File: src/rtl/i2c_scl_pkg.sv
package i2c_scl_pkg;
    typedef enum logic [1:0] {
        PH_IDLE  = 2'd0,
        PH_LOW   = 2'd1,
        PH_WAITH = 2'd2,
        PH_HIGH  = 2'd3
    } phase_e;

    localparam int LO_FLOOR  = 8;
    localparam int HI_FLOOR  = 6;
    localparam int LO_EXTRA  = 1;
    localparam int HI_EXTRA  = 8;
    localparam int HOLD_EXTRA = 2;
    localparam int NUM_MODES = 3;
endpackage

File: src/rtl/i2c_scl_cfg_sel.sv
module i2c_scl_cfg_sel
    import i2c_scl_pkg::*;
#(
    parameter int CNT_W   = 16,
    parameter int HOLD_W  = 16,
    parameter int SETUP_W = 8,
    parameter int LEN_W   = 18
) (
    input  logic [1:0]                       speed_mode,
    input  logic [NUM_MODES-1:0][CNT_W-1:0]  hi_cnt,
    input  logic [NUM_MODES-1:0][CNT_W-1:0]  lo_cnt,
    input  logic [HOLD_W-1:0]                sda_hold,
    input  logic [SETUP_W-1:0]               sda_setup,
    output logic [LEN_W-1:0]                 lo_len,
    output logic [LEN_W-1:0]                 lo_tgt,
    output logic [LEN_W-1:0]                 hi_len,
    output logic [LEN_W-1:0]                 hi_tgt
);
    logic [LEN_W-1:0] hi_len_m [NUM_MODES];
    logic [LEN_W-1:0] lo_len_m [NUM_MODES];

    // Floor and offset for each mode's pair.
    for (genvar g = 0; g < NUM_MODES; g++) begin : g_mode
        logic [LEN_W-1:0] hi_w, lo_w;
        assign hi_w = LEN_W'(hi_cnt[g]);
        assign lo_w = LEN_W'(lo_cnt[g]);
        assign hi_len_m[g] = ((hi_w < LEN_W'(HI_FLOOR)) ? LEN_W'(HI_FLOOR) : hi_w) + LEN_W'(HI_EXTRA);
        assign lo_len_m[g] = ((lo_w < LEN_W'(LO_FLOOR)) ? LEN_W'(LO_FLOOR) : lo_w) + LEN_W'(LO_EXTRA);
    end

    logic [LEN_W-1:0] hold_dly, setup_dly;

    always_comb begin
        case (speed_mode)
            2'd2:    begin hi_len = hi_len_m[1]; lo_len = lo_len_m[1]; end
            2'd3:    begin hi_len = hi_len_m[2]; lo_len = lo_len_m[2]; end
            default: begin hi_len = hi_len_m[0]; lo_len = lo_len_m[0]; end
        endcase
        hold_dly  = LEN_W'(sda_hold) + LEN_W'(HOLD_EXTRA);
        setup_dly = (sda_setup == '0) ? '0 : LEN_W'(sda_setup) - LEN_W'(1);
        lo_tgt = (hold_dly  > lo_len - LEN_W'(1)) ? lo_len - LEN_W'(1) : hold_dly;
        hi_tgt = (setup_dly > hi_len - LEN_W'(1)) ? hi_len - LEN_W'(1) : setup_dly;
    end

    always_comb begin
        assert_len_floor_R3: assert (lo_len >= LEN_W'(LO_FLOOR + LO_EXTRA));
        assert_len_floor_R4: assert (hi_len >= LEN_W'(HI_FLOOR + HI_EXTRA));
    end
endmodule

File: src/rtl/i2c_scl_phase_seq.sv
module i2c_scl_phase_seq
    import i2c_scl_pkg::*;
#(
    parameter int LEN_W = 18
) (
    input  logic             clk,
    input  logic             rst_n,
    input  logic             run,
    input  logic             scl_in,
    input  logic [LEN_W-1:0] lo_len,
    input  logic [LEN_W-1:0] lo_tgt,
    input  logic [LEN_W-1:0] hi_len,
    input  logic [LEN_W-1:0] hi_tgt,
    output logic             scl_out,
    output logic             sda_change_tick,
    output logic             sample_tick
);
    typedef struct packed {
        phase_e           ph;
        logic [LEN_W-1:0] cnt;
        logic [LEN_W-1:0] len;
        logic [LEN_W-1:0] tgt;
    } seq_t;

    seq_t s_q, s_d;
    logic last_q;

    assign last_q = (s_q.cnt == s_q.len - LEN_W'(1));

    always_comb begin
        s_d = s_q;
        case (s_q.ph)
            PH_IDLE: begin
                if (run) begin
                    s_d.ph  = PH_LOW;
                    s_d.cnt = '0;
                    s_d.len = lo_len;
                    s_d.tgt = lo_tgt;
                end
            end
            PH_LOW: begin
                if (last_q) begin
                    s_d.ph  = PH_WAITH;
                    s_d.cnt = '0;
                    s_d.len = hi_len;
                    s_d.tgt = hi_tgt;
                end else begin
                    s_d.cnt = s_q.cnt + LEN_W'(1);
                end
            end
            PH_WAITH: begin
                // The cycle the line is seen high is high-phase cycle 0.
                if (scl_in) begin
                    s_d.ph  = PH_HIGH;
                    s_d.cnt = LEN_W'(1);
                end
            end
            default: begin
                if (last_q) begin
                    if (run) begin
                        s_d.ph  = PH_LOW;
                        s_d.cnt = '0;
                        s_d.len = lo_len;
                        s_d.tgt = lo_tgt;
                    end else begin
                        s_d.ph  = PH_IDLE;
                        s_d.cnt = '0;
                    end
                end else begin
                    s_d.cnt = s_q.cnt + LEN_W'(1);
                end
            end
        endcase
    end

    always_ff @(posedge clk or negedge rst_n) begin
        if (!rst_n) begin
            s_q <= '{ph: PH_IDLE, cnt: '0, len: '0, tgt: '0};
        end else begin
            s_q <= s_d;
        end
    end

    assign scl_out         = (s_q.ph != PH_LOW);
    assign sda_change_tick = (s_q.ph == PH_LOW) && (s_q.cnt == s_q.tgt);
    assign sample_tick     = ((s_q.ph == PH_WAITH) && scl_in && (s_q.tgt == '0)) ||
                             ((s_q.ph == PH_HIGH) && (s_q.cnt == s_q.tgt));

    assert_tick_excl_R5: assert property (@(posedge clk) disable iff (!rst_n)
        !(sda_change_tick && sample_tick));

    assert_sda_in_low_R5: assert property (@(posedge clk) disable iff (!rst_n)
        sda_change_tick |-> !scl_out);

    assert_sample_seen_high_R6: assert property (@(posedge clk) disable iff (!rst_n)
        sample_tick |-> (scl_out && scl_in));

    assert_low_min_R3: assert property (@(posedge clk) disable iff (!rst_n)
        (s_q.ph == PH_LOW && s_d.ph != PH_LOW) |-> (s_q.cnt >= LEN_W'(LO_FLOOR)));

    assert_stretch_hold_R7: assert property (@(posedge clk) disable iff (!rst_n)
        (s_q.ph == PH_WAITH && !scl_in) |=> (s_q.ph == PH_WAITH && scl_out));

    assert_idle_parked_R9: assert property (@(posedge clk) disable iff (!rst_n)
        (s_q.ph == PH_IDLE && !run) |=> (scl_out && !sda_change_tick && !sample_tick));

    assert_phase_frozen_R8: assert property (@(posedge clk) disable iff (!rst_n)
        (s_q.ph == PH_LOW && !last_q) |=> $stable(s_q.len));
endmodule

File: src/rtl/i2c_scl_timer.sv
module i2c_scl_timer
    import i2c_scl_pkg::*;
#(
    parameter int CNT_W   = 16,
    parameter int HOLD_W  = 16,
    parameter int SETUP_W = 8
) (
    input  logic               clk,
    input  logic               rst_n,
    input  logic               run,
    input  logic [1:0]         speed_mode,
    input  logic [CNT_W-1:0]   std_hi,
    input  logic [CNT_W-1:0]   std_lo,
    input  logic [CNT_W-1:0]   fast_hi,
    input  logic [CNT_W-1:0]   fast_lo,
    input  logic [CNT_W-1:0]   hs_hi,
    input  logic [CNT_W-1:0]   hs_lo,
    input  logic [HOLD_W-1:0]  sda_hold,
    input  logic [SETUP_W-1:0] sda_setup,
    input  logic               scl_in,
    output logic               scl_out,
    output logic               sda_change_tick,
    output logic               sample_tick
);
    localparam int BASE_W = (CNT_W > HOLD_W) ? CNT_W : HOLD_W;
    localparam int LEN_W  = BASE_W + 2;

    logic [NUM_MODES-1:0][CNT_W-1:0] hi_cnt, lo_cnt;
    logic [LEN_W-1:0] lo_len, lo_tgt, hi_len, hi_tgt;

    assign hi_cnt = {hs_hi, fast_hi, std_hi};
    assign lo_cnt = {hs_lo, fast_lo, std_lo};

    i2c_scl_cfg_sel #(
        .CNT_W(CNT_W), .HOLD_W(HOLD_W), .SETUP_W(SETUP_W), .LEN_W(LEN_W)
    ) u_cfg (
        .speed_mode(speed_mode),
        .hi_cnt(hi_cnt),
        .lo_cnt(lo_cnt),
        .sda_hold(sda_hold),
        .sda_setup(sda_setup),
        .lo_len(lo_len),
        .lo_tgt(lo_tgt),
        .hi_len(hi_len),
        .hi_tgt(hi_tgt)
    );

    i2c_scl_phase_seq #(.LEN_W(LEN_W)) u_seq (
        .clk(clk),
        .rst_n(rst_n),
        .run(run),
        .scl_in(scl_in),
        .lo_len(lo_len),
        .lo_tgt(lo_tgt),
        .hi_len(hi_len),
        .hi_tgt(hi_tgt),
        .scl_out(scl_out),
        .sda_change_tick(sda_change_tick),
        .sample_tick(sample_tick)
    );

    assert_mode_pair_R2: assert property (@(posedge clk) disable iff (!rst_n)
        (speed_mode == 2'd0) |-> (lo_len == ((std_lo < CNT_W'(LO_FLOOR)) ? LEN_W'(LO_FLOOR + LO_EXTRA)
                                              : LEN_W'(std_lo) + LEN_W'(LO_EXTRA))));
endmodule

File: config.mk
export PLATFORM = sky130hd
export DESIGN_NAME = i2c_scl_timer
export DESIGN_NICKNAME = d
export VERILOG_FILES = /design/src/rtl/i2c_scl_pkg.sv /design/src/rtl/i2c_scl_cfg_sel.sv /design/src/rtl/i2c_scl_phase_seq.sv /design/src/rtl/i2c_scl_timer.sv
export SDC_FILE = /design/constraint.sdc
export NUM_CORES = 1
export LEC_CHECK = 0
export BUFFER_PORTS_ARGS = -buffer_cell sky130_fd_sc_hd__buf_2
export CAP_MARGIN = 20
export CELL_PAD_IN_SITES_DETAIL_PLACEMENT = 1
export CELL_PAD_IN_SITES_GLOBAL_PLACEMENT = 1
export CORE_AREA = 2 2 132 134
export CTS_CLUSTER_DIAMETER = 40
export CTS_CLUSTER_SIZE = 8
export DETAILED_ROUTE_END_ITERATION = 6
export DIE_AREA = 0 0 134 136
export PLACE_DENSITY = 0.95
export SLEW_MARGIN = 20
export SYNTH_ARGS = -nofsm -noshare
export SYNTH_HDL_FRONTEND = slang
export SYNTH_SLANG_ARGS = --single-unit
export TNS_END_PERCENT = 1
File: constraint.sdc
create_clock -name clk -period 9.8 [get_ports clk]
set_clock_uncertainty 0.2 [all_clocks]
set_input_delay 0.98 -clock clk [delete_from_list [all_inputs] [get_ports clk]]
set_output_delay 0.98 -clock clk [all_outputs]
set_load 0.01 [all_outputs]
==> results.cfg <==
[sta]
fmax_ghz = 0.139
fin_crit_ns = 7.22
rsz0062_at_grt = false
slew_violations = 0
finalCritPeriodShare_pct = 73.6
slew_headroom_pct = 28.1
finalHoldViolCount = 0
setup_violations = 0
fin_tns_setup_ns = 0
worst_slew_pin_slew_ns = 1.08

[synthesis]
synthCells = 997
synthXorXnorAreaFrac_pct = 13.1
synth.area.mux_share_pct = 6.77
ys_seq_area_share_pct = 18.2
synth_top_family_by_area = simple AND/OR/NAND/NOR gates
yosys.area_share.simple_pct = 30.2
synth.distinct_cells = 77
synth_area_um2 = 7550
synth_edf_count = 0
synth_async_sr_flop_share_pct = 100
ys_seq_elements = 55
ys_warn_count = 0
synthFlopType = dfrtp_1
synth_adder_area_share_pct = 7.95
syn_area_per_cell_um2 = 7.58
synth_compound_area_share_pct = 19.5

[detailed_routing]
vias = 8415
route.detailed.drc = 0
ant_nets = 0
first_pass_iters = 5
wl_per_cell_um = 21.4
first_iter_violations = 418
wl_mm = 28.6
vias_per_cell = 6.31

[cells_and_area]
top_regs = u_seq.s_q x55
regMostFlops = u_seq.s_q
design_area_um2 = 8510
largest_reg_flops = 55
utilization_pct = 50.4
nets = 1280
drive_gt1_share_pct = 16.3
regArea_um2 = 1380
fillCellCount = 2163
multi_input_area_um2 = 5890
area_growth_pct = 12.7

[critical_path]
criticalPathCategory = in -> reg
worstReg2RegEnd = u_seq.s_q[12]
path_max_fanout = 48
cpMostUsedCell = nor2_1
endpoint_kind = flop
cpPeakStageDelay_ns = 0.62
r2r_cells = 12
r2r_slack_ns = 5.07
r2r_start = u_seq.s_q[18]
required_ns = 9.81
arrival_ns = 7.23
crit_chain = buf_2 > buf_4 > nor2_1 > nand4_1 > and3_1 > ha_1 > nand3_1 > or4_1 > xnor2_1 > a21o_1 > nor2_1 > xnor2_1 > ha_1 > and3_1 > a221o_1 > a31oi_1 > o221ai_1 > o31a_1 > nor2_1 > nand2_1 > o211a_1 > o22ai_1
crit_path_top_delay_cell = or4_1
start_kind = primary input

[power_and_ir_drop]
netSwitchingFraction_pct = 50.1
leakage_nw = 3.59
power_density_nw_per_um2 = 166
ir_drop_mv = 0.0881
comb_power_share_pct = 57.2
netSwitchingPower_mw = 0.707
power.internal_mw = 0.704
pwr-share-clk_pct = 13.2
power.share.sequential_pct = 29.6

[cts]
cts_post_setup_buffers_inserted = 0
cts_buffer_depth = 2
clkTransAtPathRegs_ns = 0.08
clkSinkCount = 55
tritoncts = yes
cts_buffers = 5
h-tree-depth = 2
ctsResizeCount = 0
clk_latency_ns = 0.30
cts_root_buf = clkbuf_16
post_cts_hold_buffer_count = 0

[placement]
hpwl_mm = 23.2
place.gp.congestion = 0.986
place_area_um2 = 8360
numPortBuffers = 128

[die]
die_y_um = 136
dieWidth_um = 134
core_area_um2 = 16900
ioPinCount = 129
dieArea_um2 = 18200
start_util_pct = 44.8
row_count = 48

[grt]
grt_pass1_wl_mm = 45.5
grtUsageTotal_pct = 31.2
grt_max_degree = 56
antenna_found_initial = 2
overflow = 0
grt_pass1_vias = 8767

[outcome]
status = complete, no violations

[worst_hold_path]
hold_class = reg -> reg
worstHoldStart = u_seq.s_q[1]
holdPathEnd = u_seq.s_q[1]
hold_path_depth = 2

[run]
maxCapViolations = 0
logic make-up (layout without fill, tap and decap cells):
group,Yosys count,in the layout
other cells,1,12
simple gates,433,433
buf+inv,70,171
fa+ha+maj,48,48
xor+xnor,112,112
compound gates,228,228
mux,50,50
flops,55,55
metrics by stage:
stage | std cells | hold WS, ns | power (mW) | setup WS [ns]
detailed placement | 1324 | 0.334 | 1.20 | 2.48
CTS | 1332 | 0.364 | 1.40 | 2.74
global placement | 1324 | 0.312 | 1.15 | 2.74
floorplan | 1006 | 0.291 | 0.933 | 3.35
finish | 1334 | 0.362 | 1.41 | 2.58
global route | 1334 | 0.395 | 1.51 | 2.23
metal layers:
layer  part of all wire [%]  GRT usage, %
met1                     40          36.0
met2                     49          56.0
met3                    4.7          3.58
met4                    5.9          17.5
met5                      0             0
placed cells by master (no fill, tap or decap), types with 11 or more instances in the layout:
cell type  count
dfrtp_1       55
nor2_1       115
buf_2        128
nand2b_1      11
nand4_1       29
nand2_1       83
mux2i_1       41
nor4_1        23
inv_1         24
o21ai_0       55
xnor2_1       61
and3_1        21
nand3_1       37
nor3_1        43
a21oi_1       67
ha_1          48
xor2_1        50
worst max path at each step:
stage | cells after the start | endpoint | startpoint | slack (ns)
detailed placement | 21 | u_seq.s_q[14] | speed_mode[1] | 2.48
floorplan | 28 | u_seq.s_q[4] | speed_mode[1] | 3.35
global route | 22 | u_seq.s_q[12] | speed_mode[1] | 2.23
finish | 22 | u_seq.s_q[12] | speed_mode[1] | 2.58
global placement | 20 | u_seq.s_q[12] | speed_mode[1] | 2.74
CTS | 21 | u_seq.s_q[12] | speed_mode[1] | 2.74
Yosys cell counts (9+ instances only):
| cell | count | area share [%] |
|---|---|---|
| a21o_1 | 10 | 0.99 |
| a21oi_1 | 67 | 4.4 |
| and2_1 | 9 | 0.75 |
| and3_1 | 21 | 1.7 |
| buf_2 | 13 | 0.86 |
| clkbuf_1 | 23 | 1.1 |
| dfrtp_1 | 55 | 18 |
| ha_1 | 48 | 7.9 |
| inv_1 | 24 | 1.2 |
| mux2_2 | 9 | 1.3 |
| mux2i_1 | 41 | 5.4 |
| nand2_1 | 83 | 4.1 |
| nand2b_1 | 11 | 0.91 |
| nand3_1 | 37 | 2.5 |
| nand4_1 | 29 | 2.4 |
| nor2_1 | 115 | 5.7 |
| nor3_1 | 43 | 2.8 |
| nor4_1 | 23 | 1.9 |
| o211ai_1 | 10 | 0.99 |
| o21ai_0 | 55 | 3.6 |
| xnor2_1 | 61 | 7.1 |
| xor2_1 | 50 | 5.8 |
worst max-delay path, delay by kind of cell:
family          cells  cell delay, ns
compound gates      7            1.37
xor+xnor            2            0.70
fa+ha+maj           2            0.75
buf+inv             2            0.75
simple gates        9            2.67
area by class of cell:
class,count,share of cell area [%]
clock inverters,3,0.265
diodes,2,0.0588
well taps,225,3.31
multi-input cells,881,69.2
inverters,25,1.10
flip-flops and latches,55,16.2
clock buffers,5,1.47
repair buffers,138,8.41
power groups by stage:
stage               Combinational, mW  Sequential, mW  Clock (mW)
floorplan                       0.557           0.376           0
global placement                0.741           0.406           0
detailed placement              0.785           0.416           0
CTS                             0.797           0.415       0.188
global route                    0.884           0.430       0.198
finish                          0.807           0.418       0.186
(Power assumes the default switching activity.)
